**config.mk**
```make
export PLATFORM = sky130hd
export DESIGN_NAME = pair_muldiv
export DESIGN_NICKNAME = d
export VERILOG_FILES = /design/src/rtl/pmd_pkg.sv /design/src/rtl/pmd_ctrl.sv /design/src/rtl/pmd_mul.sv /design/src/rtl/pmd_div.sv /design/src/rtl/pair_muldiv.sv
export SDC_FILE = /design/constraint.sdc
export NUM_CORES = 1
export LEC_CHECK = 0
export BUFFER_PORTS_ARGS = -buffer_cell sky130_fd_sc_hd__buf_2
export CORE_MARGIN = 1.5
export CORE_UTILIZATION = 45
export CTS_CLUSTER_SIZE = 12
export DETAILED_ROUTE_END_ITERATION = 12
export PLACE_DENSITY = 0.75
export SLEW_MARGIN = 15
export SYNTH_ARGS = -nofsm -noshare
export SYNTH_HDL_FRONTEND = slang
export SYNTH_SLANG_ARGS = --single-unit
```
**constraint.sdc**
```tcl
create_clock -name clk -period 5.45 [get_ports clk]
set_input_delay 0.545 -clock clk [delete_from_list [all_inputs] [get_ports clk]]
set_output_delay 0.545 -clock clk [all_outputs]
set_load 0.01 [all_outputs]
```
**src/rtl/pmd_pkg.sv**
```systemverilog
`timescale 1ns/1ps
package pmd_pkg;

  typedef enum logic {
    OP_MUL = 1'b0,
    OP_DIV = 1'b1
  } pmd_op_e;

  typedef struct packed {
    logic neg;
    logic ovf;
    logic half;
    logic zero;
  } pmd_flags_t;

endpackage

```
**src/rtl/pmd_ctrl.sv**
```systemverilog
`timescale 1ns/1ps
// Operation sequencer: accepts a request when idle, issues one step per
// cycle for the iterative datapaths, and marks the final cycle of the
// operation's fixed latency.
module pmd_ctrl
  import pmd_pkg::*;
#(
  parameter int STEPS      = 8,
  parameter int MUL_CYCLES = 9,
  parameter int DIV_CYCLES = 12
) (
  input  logic    clk,
  input  logic    rst_n,
  input  logic    start_i,
  input  pmd_op_e op_i,
  output logic    load_o,
  output logic    step_o,
  output logic    finish_o,
  output pmd_op_e op_o
);

  localparam int MAXC = (MUL_CYCLES > DIV_CYCLES) ? MUL_CYCLES : DIV_CYCLES;
  localparam int CW   = $clog2(MAXC + 1);
  localparam logic [CW-1:0] MUL_LAST = CW'(MUL_CYCLES);
  localparam logic [CW-1:0] DIV_LAST = CW'(DIV_CYCLES);
  localparam logic [CW-1:0] STEP_MAX = CW'(STEPS);

  logic          busy_q, busy_d;
  logic [CW-1:0] cnt_q, cnt_d;
  pmd_op_e       op_q, op_d;
  logic [CW-1:0] last_cnt;

  always_comb begin
    last_cnt = (op_q == OP_DIV) ? DIV_LAST : MUL_LAST;
    load_o   = start_i & ~busy_q;
    finish_o = busy_q & (cnt_q == last_cnt);
    step_o   = busy_q & (cnt_q <= STEP_MAX);

    busy_d = busy_q;
    cnt_d  = cnt_q;
    op_d   = op_q;
    if (load_o) begin
      busy_d = 1'b1;
      cnt_d  = CW'(1);
      op_d   = op_i;
    end else if (finish_o) begin
      busy_d = 1'b0;
      cnt_d  = '0;
    end else if (busy_q) begin
      cnt_d  = cnt_q + 1'b1;
    end
  end

  always_ff @(posedge clk or negedge rst_n) begin
    if (!rst_n) begin
      busy_q <= 1'b0;
      cnt_q  <= '0;
      op_q   <= OP_MUL;
    end else begin
      busy_q <= busy_d;
      cnt_q  <= cnt_d;
      op_q   <= op_d;
    end
  end

  assign op_o = op_q;

endmodule

```
**src/rtl/pmd_mul.sv**
```systemverilog
`timescale 1ns/1ps
// Shift-add unsigned multiplier, one multiplier bit per step.
module pmd_mul #(
  parameter int DW = 8
) (
  input  logic          clk,
  input  logic          rst_n,
  input  logic          load_i,
  input  logic          step_i,
  input  logic [DW-1:0] mcand_i,
  input  logic [DW-1:0] mplier_i,
  output logic [2*DW-1:0] prod_o
);

  logic [DW-1:0] hi_q, hi_d;
  logic [DW-1:0] lo_q, lo_d;
  logic [DW-1:0] mc_q, mc_d;
  logic [DW:0]   sum;

  always_comb begin
    sum  = {1'b0, hi_q} + (lo_q[0] ? {1'b0, mc_q} : {(DW+1){1'b0}});
    hi_d = hi_q;
    lo_d = lo_q;
    mc_d = mc_q;
    if (load_i) begin
      hi_d = '0;
      lo_d = mplier_i;
      mc_d = mcand_i;
    end else if (step_i) begin
      hi_d = sum[DW:1];
      lo_d = {sum[0], lo_q[DW-1:1]};
    end
  end

  always_ff @(posedge clk or negedge rst_n) begin
    if (!rst_n) begin
      hi_q <= '0;
      lo_q <= '0;
      mc_q <= '0;
    end else begin
      hi_q <= hi_d;
      lo_q <= lo_d;
      mc_q <= mc_d;
    end
  end

  assign prod_o = {hi_q, lo_q};

endmodule

```
**src/rtl/pmd_div.sv**
```systemverilog
`timescale 1ns/1ps
// Restoring shift-subtract divider for a double-width dividend, one
// quotient bit per step. Dividends whose quotient would not fit in DW
// bits (including a zero divisor) bypass the loop with a fixed pattern.
module pmd_div #(
  parameter int DW = 8
) (
  input  logic          clk,
  input  logic          rst_n,
  input  logic          load_i,
  input  logic          step_i,
  input  logic [DW-1:0] dvd_hi_i,
  input  logic [DW-1:0] dvd_lo_i,
  input  logic [DW-1:0] dsr_i,
  output logic [DW-1:0] quo_o,
  output logic [DW-1:0] rem_o,
  output logic          ovf_o,
  output logic          half_o
);

  localparam int HW = DW / 2;

  logic [DW-1:0] rem_q, rem_d;
  logic [DW-1:0] quo_q, quo_d;
  logic [DW-1:0] dsr_q, dsr_d;
  logic [DW-1:0] lo_keep_q, lo_keep_d;
  logic          ovf_q, ovf_d;
  logic          half_q, half_d;
  logic [DW:0]   trial;
  logic [DW:0]   trial_diff;
  logic          fits;

  always_comb begin
    trial      = {rem_q, quo_q[DW-1]};
    trial_diff = trial - {1'b0, dsr_q};
    fits       = (trial >= {1'b0, dsr_q});

    rem_d     = rem_q;
    quo_d     = quo_q;
    dsr_d     = dsr_q;
    lo_keep_d = lo_keep_q;
    ovf_d     = ovf_q;
    half_d    = half_q;
    if (load_i) begin
      rem_d     = dvd_hi_i;
      quo_d     = dvd_lo_i;
      dsr_d     = dsr_i;
      lo_keep_d = dvd_lo_i;
      ovf_d     = (dvd_hi_i >= dsr_i);
      half_d    = (dvd_hi_i[HW-1:0] >= dsr_i[HW-1:0]);
    end else if (step_i) begin
      rem_d = fits ? trial_diff[DW-1:0] : trial[DW-1:0];
      quo_d = {quo_q[DW-2:0], fits};
    end
  end

  always_ff @(posedge clk or negedge rst_n) begin
    if (!rst_n) begin
      rem_q     <= '0;
      quo_q     <= '0;
      dsr_q     <= '0;
      lo_keep_q <= '0;
      ovf_q     <= 1'b0;
      half_q    <= 1'b0;
    end else begin
      rem_q     <= rem_d;
      quo_q     <= quo_d;
      dsr_q     <= dsr_d;
      lo_keep_q <= lo_keep_d;
      ovf_q     <= ovf_d;
      half_q    <= half_d;
    end
  end

  // Overflow pattern: quotient all ones; remainder is the low word of
  // dividend - (2^DW - 1) * divisor, which reduces to low + divisor.
  always_comb begin
    if (ovf_q) begin
      quo_o = '1;
      rem_o = lo_keep_q + dsr_q;
    end else begin
      quo_o = quo_q;
      rem_o = rem_q;
    end
  end

  assign ovf_o  = ovf_q;
  assign half_o = half_q;

endmodule

```
**src/rtl/pair_muldiv.sv**
```systemverilog
`timescale 1ns/1ps
// Accumulator-pair multiply/divide unit (top).
module pair_muldiv
  import pmd_pkg::*;
#(
  parameter int DW         = 8,
  parameter int MUL_CYCLES = 9,
  parameter int DIV_CYCLES = 12
) (
  input  logic          clk,
  input  logic          rst_n,
  input  logic          start_i,
  input  logic          op_div_i,
  input  logic [DW-1:0] hi_i,
  input  logic [DW-1:0] lo_i,
  input  logic [DW-1:0] dsr_i,
  output logic [DW-1:0] hi_o,
  output logic [DW-1:0] lo_o,
  output logic          flag_neg_o,
  output logic          flag_ovf_o,
  output logic          flag_half_o,
  output logic          flag_zero_o,
  output logic          nz_upd_o,
  output logic          vh_upd_o,
  output logic          done_o
);

  logic          load, step, finish;
  pmd_op_e       op_run;
  logic          mul_step, div_step;
  logic [2*DW-1:0] prod;
  logic [DW-1:0] quo, rem;
  logic          div_ovf, div_half;

  pmd_ctrl #(
    .STEPS      (DW),
    .MUL_CYCLES (MUL_CYCLES),
    .DIV_CYCLES (DIV_CYCLES)
  ) u_ctrl (
    .clk      (clk),
    .rst_n    (rst_n),
    .start_i  (start_i),
    .op_i     (pmd_op_e'(op_div_i)),
    .load_o   (load),
    .step_o   (step),
    .finish_o (finish),
    .op_o     (op_run)
  );

  assign mul_step = step & (op_run == OP_MUL);
  assign div_step = step & (op_run == OP_DIV);

  pmd_mul #(.DW(DW)) u_mul (
    .clk      (clk),
    .rst_n    (rst_n),
    .load_i   (load),
    .step_i   (mul_step),
    .mcand_i  (hi_i),
    .mplier_i (lo_i),
    .prod_o   (prod)
  );

  pmd_div #(.DW(DW)) u_div (
    .clk      (clk),
    .rst_n    (rst_n),
    .load_i   (load),
    .step_i   (div_step),
    .dvd_hi_i (hi_i),
    .dvd_lo_i (lo_i),
    .dsr_i    (dsr_i),
    .quo_o    (quo),
    .rem_o    (rem),
    .ovf_o    (div_ovf),
    .half_o   (div_half)
  );

  // Result stage
  logic [DW-1:0] hi_q, hi_d, lo_q, lo_d;
  pmd_flags_t    fl_q, fl_d;
  logic          done_q, done_d, nz_q, nz_d, vh_q, vh_d;

  always_comb begin
    hi_d   = hi_q;
    lo_d   = lo_q;
    fl_d   = fl_q;
    done_d = 1'b0;
    nz_d   = 1'b0;
    vh_d   = 1'b0;
    if (finish) begin
      done_d = 1'b1;
      nz_d   = 1'b1;
      if (op_run == OP_DIV) begin
        vh_d        = 1'b1;
        hi_d        = rem;
        lo_d        = quo;
        fl_d.neg    = quo[DW-1];
        fl_d.zero   = (quo == '0);
        fl_d.ovf    = div_ovf;
        fl_d.half   = div_half;
      end else begin
        hi_d        = prod[2*DW-1:DW];
        lo_d        = prod[DW-1:0];
        fl_d.neg    = prod[2*DW-1];
        fl_d.zero   = (prod[2*DW-1:DW] == '0);
      end
    end
  end

  always_ff @(posedge clk or negedge rst_n) begin
    if (!rst_n) begin
      hi_q   <= '0;
      lo_q   <= '0;
      fl_q   <= '0;
      done_q <= 1'b0;
      nz_q   <= 1'b0;
      vh_q   <= 1'b0;
    end else begin
      hi_q   <= hi_d;
      lo_q   <= lo_d;
      fl_q   <= fl_d;
      done_q <= done_d;
      nz_q   <= nz_d;
      vh_q   <= vh_d;
    end
  end

  assign hi_o        = hi_q;
  assign lo_o        = lo_q;
  assign flag_neg_o  = fl_q.neg;
  assign flag_ovf_o  = fl_q.ovf;
  assign flag_half_o = fl_q.half;
  assign flag_zero_o = fl_q.zero;
  assign nz_upd_o    = nz_q;
  assign vh_upd_o    = vh_q;
  assign done_o      = done_q;

endmodule

```
==> impl_summary.log, run 1 <==
INFO  metric hpwlAfterDp = between 8 and 9 mm
INFO  metric pin_count = just over 50
INFO  metric netlist_area = 0.004916 mm^2
INFO  metric peakVddDrop = 0.3602 mV
INFO  metric required_time_of_the_worst_setup_path = between 5000 and 6000 ps
INFO  metric post_synth_edffs = 0
INFO  metric layout.cells.most_common_list = nand2_1 (126), dfrtp_1 (86), o21ai_0 (50)
INFO  metric number_of_global_route_vias_before_repair = about 4100
INFO  metric number_of_antenna_violations_at_the_first_check_in_global_routing = 0
INFO  metric wl_per_cell = about 17 um
INFO  metric cts_repair_resize_count = 0
INFO  metric post_synth_num_cell_types = 57
INFO  metric per_instance_average_area_after_synthesis = roughly 8.7 um^2
INFO  metric io_buffers = 50
INFO  metric clock_root_buffer = clkbuf_8
INFO  metric worstPathArrival = between 2000 and 3000 ps
INFO  metric setup_skew_after_layout = around 15 ps
INFO  metric synth_top_cell_by_area = dfrtp_1
INFO  metric fin_tns_setup = 0 ps
INFO  metric synth-seq-area-share = roughly 44%
INFO  metric critical_path.reg2reg.endpoint = u_div.rem_q[7]
INFO  metric max_slew_headroom_at_the_worst_pin = 27.12%
INFO  metric gpl.final_weighted_congestion = 0.8852
INFO  metric area_growth_syn_to_layout = 10.54%
INFO  metric crit_path_cell_trace = inv_1 > ha_1 > nand2b_1 > a21boi_1 > and2_1 > nor2_1 > a221oi_1 > o31ai_1
INFO  metric drive_gt1_share = 12.75%
INFO  metric yosysWarningCount = 0
INFO  metric drt-initial-drc-count = between 300 and 400
INFO  metric cts_hold_repair.buffers = 0
INFO  metric route.detailed.drc = 0
INFO  metric avgViaCountPerCell = ~5.7
INFO  metric critical_path.max_stage_delay = about 660 ps
INFO  metric r2r_setup_slack = 3000 ps
INFO  metric num_rows = 37
INFO  metric grt-ovfl-total = 0
INFO  metric num_antenna_cells = 0
INFO  metric number_of_nets_still_failing_antenna_checks_after_routing = 0
INFO  metric groute.usage.overall = a little under a quarter
INFO  metric cts_num_sinks = 86
INFO  metric synth.top_cells.by_area = dfrtp_1 (44%), nand2_1 (9.6%), ha_1 (8.4%)
INFO  metric cts.clk_slew.worst_paths = roughly 90 ps
INFO  metric drt_wl_total = between 10 and 15 mm
INFO  metric grt_pass1_wl = 20.64 mm
INFO  metric num_vias = 4245
INFO  metric finalHoldViolations = 0
INFO  metric die_y = 107.5 um
INFO  metric timing.final.max_slew_violations = 0
INFO  metric synth_cells = around 560
INFO  metric status = completed
INFO  metric period_needed = around 2500 ps
INFO  metric grt_start_max_net_pins = 87
INFO  metric effective_utilization_at_floorplan = around 47%
INFO  metric cts_htree_levels = 3
INFO  metric core = roughly 0.010 mm^2
INFO  metric timing.critical_path.from_type = flip-flop
INFO  metric setup.worst_path.class = reg2reg
INFO  metric clock_latency = between 300 and 400 ps
INFO  metric critical_path.slowest_cell = and2_1
INFO  metric synth_flop_cell = dfrtp_1
INFO  metric power_density = 682.3 mW/mm^2
INFO  metric mostFrequentLayoutCell = nand2_1
INFO  metric synth-async-reset-ratio = 100.0%
INFO  metric post_synthesis_net_count = ~630
INFO  metric final_nets = between 600 and 700
INFO  metric max_slew.worst_pin.slew = ~1100 ps
INFO  metric synth-seq-cells = 86
INFO  metric report.final.setup_viol = 0
INFO  metric rr_worst_depth = 8
INFO  metric leakage = about 0.0026 uW
INFO  metric synth_largest_type_area_fraction = 43.78%
INFO  metric die_x = ~110 um
INFO  metric cts_max_path_buffers = 2
INFO  metric critical_path_peak_fanout = 19
INFO  metric final_cycle_utilization_of_the_critical_path = roughly 45%
INFO  metric cts_tree = done
INFO  metric dieArea = around 0.012 mm^2
INFO  metric cts_made_buffers = 9
INFO  metric timing.max_cap.violations = 0
INFO  metric firstDrtPassIters = 7
INFO  metric class_of_the_most_critical_hold_timing_path = in2async
INFO  metric crit-reg2reg-launch = u_ctrl.cnt_q[0]
INFO  metric post-route-util = 51.94%
INFO  metric timing.critical_path.to_type = flip-flop
INFO  metric achievable-frequency = 0.4075 GHz
INFO  metric post_cts_buffers = 0
INFO  metric grt_setup_unrepaired = no
[cells by family after synthesis]
group | after synthesis | synth area share, %
XOR/XNOR | 13 | 2.316
flip-flops | 86 | 43.78
multiplexers | 7 | 1.476
AND/OR/NAND/NOR | 224 | 19.90
AO/OA/AOI/OAI | 141 | 18.17
adder cells (fa/ha/maj) | 36 | 9.621
buffers and inverters | 57 | 4.734
[through the flow]
stage	hold WS [ps]	instance area (um^2)	worst slack, ps	cells	total power (uW)
4_1_cts	393.9	5423	2966	740	3683
6_report	223.2	5434	2996	740	3708
3_5_place_dp	462.3	5235	2992	725	3220
5_1_grt	288.0	5434	2867	740	4040
3_3_place_gp	457.1	5235	3053	725	3127
2_1_floorplan	249.4	4916	3398	564	2714
[final cells by class]
cell class / count / area (um^2)
clock inverter: 4 / 56.30
sequential: 86 / 2152
fill: 972 / 5029
clock buffer: 11 / 131.4
timing repair buffer: 51 / 264.0
multi-input combinational: 421 / 2544
tap: 136 / 170.2
inverter: 31 / 116.4
[synth_stat cells, types with 5 or more instances]
master,n
mux2i_1,5
nor3_1,16
o31ai_1,5
nor2b_1,8
xnor2_1,9
a211oi_1,7
a31oi_1,18
o21ai_0,50
buf_2,6
ha_1,33
o22ai_1,9
and3_1,5
nand2_1,126
dfrtp_1,86
nor2_1,34
nand2b_1,5
a21oi_1,21
nand3_1,10
inv_1,29
and2_1,10
clkbuf_1,17
[flip-flops by register name, summed over array words and instances (netlist names), 4 cells and up]
name and count:
hi_o 8, lo_o 8, u_div.dsr_q 8, u_div.lo_keep_q 8, u_div.quo_q 8, u_div.rem_q 8
u_mul.hi_q 8, u_mul.lo_q 8, u_mul.mc_q 8, u_ctrl.cnt_q 4
[report_power, final]
group | switching, uW | internal (uW)
Clock | 240 | 213
Combinational | 1160 | 823
Sequential | 324 | 949
[routing by layer]
| metal | track usage, % | vias up | wire length [um] |
|---|---|---|---|
| met5 | 0 | - | 0 |
| met4 | 6.673 | 0 | 206 |
| met3 | 5.811 | 20 | 1067 |
| met2 | 35.30 | 201 | 5704 |
| met1 | 31.89 | 2003 | 5382 |
| li1 | - | 2021 | - |
[worst max-delay path by stage]
stage	cells past startpoint	endpoint	slack [ps]	start
global placement	5	hi_o[5]	3050	u_ctrl.op_o
CTS	5	hi_o[5]	2970	u_ctrl.op_o
detailed placement	5	hi_o[5]	2990	u_ctrl.op_o
floorplan	9	u_mul.hi_q[6]	3400	u_mul.lo_q[0]
global route	8	u_div.rem_q[7]	2870	u_ctrl.cnt_q[0]
finish	8	u_div.rem_q[7]	3000	u_ctrl.cnt_q[0]
[critical path: cells and delay by family, from the launching register on]
family,cells,cell delay [ps]
compound gates,3,730
fa+ha+maj,1,150
buf+inv,1,120
simple gates,3,880
flops,1,450
(Power assumes the default switching activity.)
==> run 2, diff against run 1 <==
==> constraint.sdc (replaced) <==
create_clock -name clk -period 2.3 [get_ports clk]
set_input_delay 0.23 -clock clk [delete_from_list [all_inputs] [get_ports clk]]
set_output_delay 0.23 -clock clk [all_outputs]
set_load 0.01 [all_outputs]
==> impl_summary.log, run 2 (same netlist as run 1, synthesis figures left out) <==
INFO  metric die_y = 107.5 um (unchanged)
INFO  metric num_antenna_cells = 0 (unchanged)
INFO  metric setup_skew_after_layout = 13.05 ps (-2.098 ps)
INFO  metric final_cycle_utilization_of_the_critical_path = 93.57% (+49 points)
INFO  metric avgViaCountPerCell = 5.737 (about the same)
INFO  metric cts_htree_levels = 3 (unchanged)
INFO  metric p_int = 4998 uW (+150%)
INFO  metric firstDrtPassIters = 5 (-2)
INFO  metric fillers = 957 (-1.5%)
INFO  metric report.final.setup_viol = 0 (unchanged)
INFO  metric leakage = 0.002761 uW (+4.9%)
INFO  metric cts_max_path_buffers = 2 (unchanged)
INFO  metric max_slew_headroom_at_the_worst_pin = 63.19% (+36 points)
INFO  metric clock_root_buffer = clkbuf_8
INFO  metric timing.critical_path.to_type = flip-flop
INFO  metric combinational_share_of_power = 56.4% (+2.9 points)
INFO  metric period_needed = 2152 ps (-302.1 ps)
INFO  metric clock_latency = 370 ps (about the same)
INFO  metric final_nets = 684 (+3.0%)
INFO  metric grt_start_max_net_pins = 48 (-45%)
INFO  metric power_density = 1640 mW/mm^2 (+140%)
INFO  metric grt_pass1_wl = 20.79 mm (+0.70%)
INFO  metric area_growth_syn_to_layout = 14.91%
INFO  metric groute.usage.overall = 23.29% (+0.39 points)
INFO  metric pwr-share-seq = 31.2% (-3.1 points)
INFO  metric setup.worst_path.class = reg2reg
INFO  metric number_of_nets_still_failing_antenna_checks_after_routing = 0 (unchanged)
INFO  metric achievable-frequency = 0.4647 GHz (+14%)
INFO  metric timing.max_cap.violations = 0 (unchanged)
INFO  metric effective_utilization_at_floorplan = 46.99% (unchanged)
INFO  metric drt_wl_total = 12.73 mm (+3.0%)
INFO  metric cts_num_sinks = 86 (unchanged)
INFO  metric route.detailed.drc = 0 (unchanged)
INFO  metric multiInputGateArea = 0.002554 mm^2 (+0.39%)
INFO  metric fin_tns_setup = 0 ps (unchanged)
INFO  metric mostFrequentLayoutCell = nand2_1
INFO  metric timing.critical_path.from_type = flip-flop
INFO  metric number_of_antenna_violations_at_the_first_check_in_global_routing = 0 (unchanged)
INFO  metric wl_per_cell = 16.73 um (+0.15%)
INFO  metric dp_slack = 50.27 ps (-2942 ps)
INFO  metric switchingPower = 4269 uW (+150%)
INFO  metric worstPathArrival = 2390 ps (-290 ps)
INFO  metric num_vias = 4366 (+2.9%)
INFO  metric gpl.final_weighted_congestion = 0.8807 (-0.51%)
INFO  metric cts_made_buffers = 9 (unchanged)
INFO  metric max_slew.worst_pin.slew = 549.6 ps (-543.6 ps)
INFO  metric whs = 75.75 ps (-147.4 ps)
INFO  metric io_buffers = 50 (unchanged)
INFO  metric dieArea = 0.01156 mm^2 (unchanged)
INFO  metric core = 0.01046 mm^2 (unchanged)
INFO  metric status = completed
INFO  metric cts_tree = done
INFO  metric netSwitchingFraction = 46.07% (-0.39 points)
INFO  metric pin_count = 51 (unchanged)
INFO  metric grt-ovfl-total = 0 (unchanged)
INFO  metric num_rows = 37 (unchanged)
INFO  metric hpwlAfterDp = 9.292 mm (+4.7%)
INFO  metric class_of_the_most_critical_hold_timing_path = in2reg
INFO  metric share_clk_of_total_power = 12.4% (+0.2 points)
INFO  metric number_of_global_route_vias_before_repair = 4146 (+0.41%)
INFO  metric drt-initial-drc-count = 282 (-15%)
INFO  metric die_x = 107.5 um (unchanged)
INFO  metric critical_path_peak_fanout = 7 (-12)
INFO  metric setup_slack_of_the_critical_path_after_layout = 147.9 ps (-2848 ps)
INFO  metric timing.final.max_slew_violations = 0 (unchanged)
INFO  metric post-route-util = 53.99% (+2.1 points)
INFO  metric finalHoldViolations = 0 (unchanged)
INFO  metric peakVddDrop = 0.6979 mV (+94%)
INFO  metric layout.area.seq = 0.002153 mm^2 (about the same)
INFO  metric grt_setup_unrepaired = no
INFO  metric required_time_of_the_worst_setup_path = 2540 ps (-3130 ps)
INFO  metric post-layout-total-power = 9266 uW (+150%)
INFO  metric cts.clk_slew.worst_paths = 100 ps (about the same)
INFO  metric layout.cells.most_common_list = nand2_1 (126), dfrtp_1 (85), o21ai_0 (49), buf_2 (49), nor2_1 (34)
INFO  metric drive_gt1_share = 16.16% (+3.4 points)
==> run 2: power groups by stage <==
stage / registers [uW] / clock network, uW / logic, uW
after CTS: 2880 / 1160 / 5010
final: 2890 / 1150 / 5220
after detailed placement: 2910 / 0 / 4940
after global placement: 2860 / 0 / 4780
after global routing: 2970 / 1230 / 5860
after floorplan: 2770 / 0 / 3660
==> run 2: per-stage QoR <==
step | cell area [um^2] | std cells
2_1_floorplan | 4916 | 564
3_3_place_gp | 5365 | 739
3_5_place_dp | 5365 | 739
4_1_cts | 5597 | 756
5_1_grt | 5649 | 761
6_report | 5649 | 761
==> run 2: area by class of cell <==
cell class	count	area share, %
Multi-Input combinational cell	421	45.20
Timing Repair Buffer	71	7.841
Inverter	31	2.060
Tap cell	136	3.012
Clock inverter	7	1.573
Sequential cell	86	38.12
Clock buffer	9	2.193
==> run 2: worst paths after layout <==
path,start,endpoint,slack (ps),depth (start not counted)
min,dsr_i[0],u_div.dsr_q[0],80,3
max in group asynchronous,rst_n,u_mul.lo_q[0],1270,3
min in group asynchronous,rst_n,lo_o[2],380,2
min reg2reg,hi_o[4],hi_o[4],480,2
max reg2reg,u_div.rem_q[3],u_div.rem_q[2],150,7
max,u_div.rem_q[3],u_div.rem_q[2],150,7
==> run 2: routing by layer <==
layer / up-vias / part of all wire (%) / GRT usage [%] / routed length, um
met1: 2080 / 44 / 32.22 / 5598
met4: 0 / 2.0 / 6.485 / 252
met5: - / 0 / 0 / 0
li1: 2066 / - / - / -
met2: 197 / 46 / 37.63 / 5855
met3: 23 / 8.1 / 4.116 / 1026
==> run 2: critical path, stage by stage (launching register included) <==
cell,delay [ps]
dfrtp_1,450
ha_1,380
a21o_1,220
a22oi_2,210
o211ai_4,150
buf_4,190
a222oi_1,280
o21ai_0,140
==> run 2: what timing repair did <==
| action | CTS | global route |
|---|---|---|
| buffers inserted | 0 | 5 |
| hold endpoints to repair | 42 | 0 |
| hold buffers | 1 | 0 |
| gates cloned | 0 | 0 |
| resized for setup | 1 | 4 |
| endpoints found under the setup margin | 1 | 5 |
| pin swaps | 0 | 2 |
